[config.mk]
export PLATFORM = sky130hd
export DESIGN_NAME = pgen_pulse_train
export DESIGN_NICKNAME = d
export VERILOG_FILES = /design/src/rtl/pgen_pkg.sv /design/src/rtl/pgen_period.sv /design/src/rtl/pgen_width.sv /design/src/rtl/pgen_pulse_train.sv
export SDC_FILE = /design/constraint.sdc
export NUM_CORES = 1
export LEC_CHECK = 0
export BUFFER_PORTS_ARGS = -buffer_cell sky130_fd_sc_hd__buf_4
export CORE_ASPECT_RATIO = 0.8
export CORE_MARGIN = 3
export CORE_UTILIZATION = 44
export CTS_CLUSTER_SIZE = 25
export DETAILED_ROUTE_END_ITERATION = 10
export RECOVER_POWER = 50
export SYNTH_ARGS = -nofsm -noshare
export SYNTH_HDL_FRONTEND = slang
export SYNTH_SLANG_ARGS = --single-unit
export TNS_END_PERCENT = 10
[constraint.sdc]
create_clock -name clk -period 5.5 [get_ports clk]
set_clock_uncertainty 0.1 [all_clocks]
set_input_delay 0.275 -clock clk [delete_from_list [all_inputs] [get_ports clk]]
set_output_delay 0.275 -clock clk [all_outputs]
set_load 0.05 [all_outputs]
[src/rtl/pgen_pkg.sv]
`timescale 1ns/1ps
package pgen_pkg;
    typedef enum logic {
        W_IDLE = 1'b0,
        W_RUN  = 1'b1
    } width_state_e;
endpackage

[src/rtl/pgen_period.sv]
`timescale 1ns/1ps
// Down-counting period stage: emits a one-cycle tick at zero, reloads, runs on.
module pgen_period #(
    parameter int PERIOD_W = 28
) (
    input  logic                clk,
    input  logic                rst,
    input  logic                load_en,
    input  logic [PERIOD_W-1:0] load_period,
    output logic                tick
);
    logic [PERIOD_W-1:0] period_q;
    logic [PERIOD_W-1:0] count_q;
    logic                at_zero;

    assign at_zero = (count_q == '0);

    always_ff @(posedge clk) begin
        if (rst) begin
            period_q <= '0;
            count_q  <= '0;
            tick     <= 1'b0;
        end else if (load_en) begin
            period_q <= load_period;
            count_q  <= load_period;
            tick     <= 1'b0;
        end else if (at_zero) begin
            count_q  <= period_q;
            tick     <= 1'b1;
        end else begin
            count_q  <= count_q - 1'b1;
            tick     <= 1'b0;
        end
    end
endmodule

[src/rtl/pgen_width.sv]
`timescale 1ns/1ps
// Width stage: two-state machine holding the output for a sampled width.
module pgen_width
    import pgen_pkg::*;
#(
    parameter int WIDTH_W = 8
) (
    input  logic               clk,
    input  logic               rst,
    input  logic               tick,
    input  logic [WIDTH_W-1:0] width,
    output logic               pulse
);
    width_state_e       state_q, state_d;
    logic [WIDTH_W-1:0] rem_q, rem_d;
    logic               width_nz;

    assign width_nz = (width != '0);

    always_comb begin
        state_d = state_q;
        rem_d   = rem_q;
        unique case (state_q)
            W_IDLE: begin
                if (tick && width_nz) begin          // start
                    state_d = W_RUN;
                    rem_d   = width - 1'b1;
                end
            end
            W_RUN: begin
                if (tick) begin
                    if (width_nz) begin              // retrigger
                        rem_d = width - 1'b1;
                    end else begin                   // cancel
                        state_d = W_IDLE;
                        rem_d   = '0;
                    end
                end else if (rem_q == '0) begin      // expire
                    state_d = W_IDLE;
                end else begin
                    rem_d = rem_q - 1'b1;
                end
            end
            default: state_d = W_IDLE;
        endcase
    end

    // State register
    always_ff @(posedge clk) begin
        if (rst) begin
            state_q <= W_IDLE;
            rem_q   <= '0;
        end else begin
            state_q <= state_d;
            rem_q   <= rem_d;
        end
    end

    // Output decode
    always_comb begin
        pulse = (state_q == W_RUN);
    end
endmodule

[src/rtl/pgen_pulse_train.sv]
`timescale 1ns/1ps
module pgen_pulse_train #(
    parameter int PERIOD_W = 28,
    parameter int WIDTH_W  = 8
) (
    input  logic                clk,
    input  logic                rst,
    input  logic                load_en,
    input  logic [PERIOD_W-1:0] load_period,
    input  logic [WIDTH_W-1:0]  pulse_width,
    output logic                tick,
    output logic                pulse
);
    pgen_period #(.PERIOD_W(PERIOD_W)) u_period (
        .clk         (clk),
        .rst         (rst),
        .load_en     (load_en),
        .load_period (load_period),
        .tick        (tick)
    );

    pgen_width #(.WIDTH_W(WIDTH_W)) u_width (
        .clk   (clk),
        .rst   (rst),
        .tick  (tick),
        .width (pulse_width),
        .pulse (pulse)
    );
endmodule

==> out/metrics.yaml <==
grt_first_pass_wirelength_mm: 12.3
period_minus_slack_ps: 2830
fin_tns_setup_ps: 0
row_count: 27
drt-wirelength-per-cell_um: 14.3
design_power_total_mw: 1.08
rsz0062_at_grt: "no"
ff2ff_setup_slack_ps: 2670
die_w_um: 103
dieArea_um2: 8650
grt_pass1_vias: 2671
path_buf_inv: 0
grt_max_degree: 85
drt_iter0_drc: 124
p_comb_share_pct: 15.8
tritoncts: "built"
setup_viol: 0
finalCritPeriodShare_pct: 51.4
die_y_um: 83.8
hp-start: "load_period[13]"
p_leak_nw: 1.45
async_reset_ff_share_pct: 0
antenna_cells: 0
worst_slack_ps: 2670
grt_use_total_pct: 17.8
syn_avg_cell_area_um2: 8.51
internal_power_mw: 0.792
drcViolationCount: 0
grt_overflow_total: 0
slew_headroom_pct: 47.6
routabilityCongestion: 0.830
io_pins: 41
crit_type: "reg2reg"
rr_startpoint: "u_period.count_q[8]$_SDFF_PP0_"
slew_violations: 0
max_freq_ghz: 0.354
syn-cell-area_um2: 3330
core_um2: 7090
antenna_found_initial: 0
critPathArrivalTime_ps: 2910
drtPass1Iterations: 4
clkSinkCount: 66
drive_gt1_share_pct: 13.5
root_buffer: "clkbuf_8"
crit_path_max_fanout: 16
vias: 2828
path_clk_slew_ps: 70
cp-end-kind: "flip-flop"
max-vdd-ir-drop_v: 0.000158
hold_path.class: "in2reg"
critPathLaunch: "u_period.count_q[8]$_SDFF_PP0_"
cts_resized: 0
wl_mm: 7.32
max_stage_delay_ps: 640
area_delta_synth_final_pct: 14.2
ant_nets: 0
synth_edf_count: 0
post_cts_buffers: 0
finalNetCount: 465
switchingPower_mw: 0.288
status: "complete, no violations"
htreeDepth: 3
crit_cells: 5
dp.final_hpwl_mm: 4.83
ys_seq_elements: 66
crit_end: "u_period.count_q[22]$_SDFF_PP0_"
dpl_worst_slack_ps: 2660
worst_slew_pin_slew_ps: 786
critPathLaunchType: "flip-flop"
cpMaxStageDelayCell: "or4_1"
path_delay_family: "simple AND/OR/NAND/NOR gates"
utilization_pct: 53.6
portBuffers: 40
synth_nets: 436
dominantRegCellSynth: "dfxtp_1"
clockPowerShare_pct: 35.1
clock_latency_ps: 340
yosysUniqueCellTypes: 46
numCtsBuffers: 9
drv_cap: 0
viasPerCell: 5.55
cts_max_path_buffers: 2
r2r_end: "u_period.count_q[22]$_SDFF_PP0_"
seq_area_frac_synth_pct: 39.7
yosys_warnings: 0
synthCells: 391
crit_chain: "nor3_1 > nand4_1 > or4_1 > nand2_1 > o221ai_1"
hold_buffers: 0
initial_core_util_pct: 46.9
seq_power_share_pct: 49.1
final_hold_viol_count: 0
switching_share_pct: 26.7
crit_required_ps: 5590
pwr_density_cell_nw_per_um2: 284
r2r_cells: 5
==> worst min-delay path, cell delays in order <==
cell     delay (ps)
buf_4            80
nand2_1          60
a21oi_1         110
==> Yosys cell counts (2+ instances only) <==
| master | instances | area (um^2) |
|---|---|---|
| nand2_1 | 35 | 131 |
| o32ai_1 | 3 | 26.3 |
| or3_1 | 19 | 119 |
| o21ai_1 | 4 | 20.0 |
| buf_6 | 2 | 22.5 |
| nor2b_1 | 2 | 12.5 |
| buf_1 | 4 | 15.0 |
| a21oi_1 | 33 | 165 |
| buf_2 | 3 | 15.0 |
| a32oi_1 | 3 | 26.3 |
| mux2i_1 | 7 | 70.1 |
| xnor2_1 | 18 | 158 |
| nand3_1 | 3 | 15.0 |
| nor3b_1 | 2 | 15.0 |
| a221oi_1 | 2 | 17.5 |
| o221ai_1 | 16 | 140 |
| inv_1 | 12 | 45.0 |
| clkbuf_1 | 14 | 52.6 |
| ha_1 | 6 | 75.1 |
| dfxtp_1 | 66 | 1320 |
| nor2_1 | 21 | 78.8 |
| and2_0 | 2 | 12.5 |
| o22ai_1 | 12 | 75.1 |
| o21ai_0 | 4 | 20.0 |
| nand2b_1 | 31 | 194 |
| or4_1 | 7 | 52.6 |
| nor4_1 | 9 | 56.3 |
| or2_2 | 2 | 12.5 |
| nor3_1 | 15 | 75.1 |
| a211oi_1 | 4 | 30.0 |
| and2_1 | 2 | 12.5 |
| nand4_1 | 2 | 12.5 |
| xor2_1 | 13 | 114 |
==> registers in the layout, indices dropped and copies added, names as in the netlist <==
| signal | cells |
|---|---|
| u_period.tick | 1 |
| u_period.period_q | 28 |
| u_period.count_q | 28 |
| u_width.rem_q | 8 |
| u_width.pulse | 1 |
==> cell type report <==
cell class              instances  area, um^2
clock buffers                  10         128
clock inverters                 4        45.0
fillers                       701        3290
inverters                      12        45.0
multi-input cells             290        1860
flip-flops and latches         66        1320
well taps                      87         109
repair buffers                 41         297
==> layer usage <==
metal	wire [um]	global-route usage, %	part of all wire (%)	up-vias
met1	3810	25.3	52	1300
met4	42	5.65	0.57	0
met5	0	0	0	-
li1	-	-	-	1475
met2	3110	25.5	43	51
met3	353	5.26	4.8	2
==> power by group through the flow <==
stage | logic (mW) | registers [mW] | clock network (mW)
finish | 0.171 | 0.530 | 0.379
detailed placement | 0.170 | 0.541 | 0
floorplan | 0.126 | 0.535 | 0
CTS | 0.172 | 0.530 | 0.389
global route | 0.192 | 0.534 | 0.411
global placement | 0.169 | 0.540 | 0
==> cells by family after synthesis <==
group / share of synthesized area [%]
compound gates: 17.6
xor+xnor: 8.16
fa+ha+maj: 2.26
buf+inv: 4.51
flops: 39.7
mux: 2.11
simple gates: 25.7
==> worst min path at each step <==
stage / slack [ps] / end / depth (start not counted)
3_3_place_gp: 360 / u_period.period_q[0]$_SDFFE_PP0P_ / 2
4_1_cts: 100 / u_period.period_q[10]$_SDFFE_PP0P_ / 3
2_1_floorplan: 330 / u_period.period_q[23]$_SDFFE_PP0P_ / 2
6_report: 110 / u_period.period_q[13]$_SDFFE_PP0P_ / 3
3_5_place_dp: 360 / u_period.period_q[0]$_SDFFE_PP0P_ / 2
5_1_grt: 110 / u_period.period_q[10]$_SDFFE_PP0P_ / 3
==> placed cells by master, fill, tap and decap left out, drive strengths merged, types with 6 or more instances in the layout <==
cell / netlist / final
o221ai: 16 / 16
o21ai: 8 / 8
nor2: 21 / 21
a21oi: 33 / 33
xnor2: 18 / 18
buf: 9 / 38
ha: 6 / 6
or3: 19 / 19
o22ai: 12 / 12
nor3: 15 / 15
nand2: 35 / 35
clkbuf: 14 / 13
mux2i: 7 / 7
nand2b: 31 / 31
nor4: 9 / 9
dfxtp: 66 / 66
or4: 8 / 8
xor2: 13 / 13
inv: 12 / 12
==> through the flow <==
step,hold slack [ps],area [um^2],instances
final,109,3800,510
after detailed placement,361,3640,496
after floorplan,334,3330,391
after global placement,360,3640,496
after CTS,100,3810,510
after global routing,107,3800,510
Note: power is estimated with default switching activity, not from simulation.
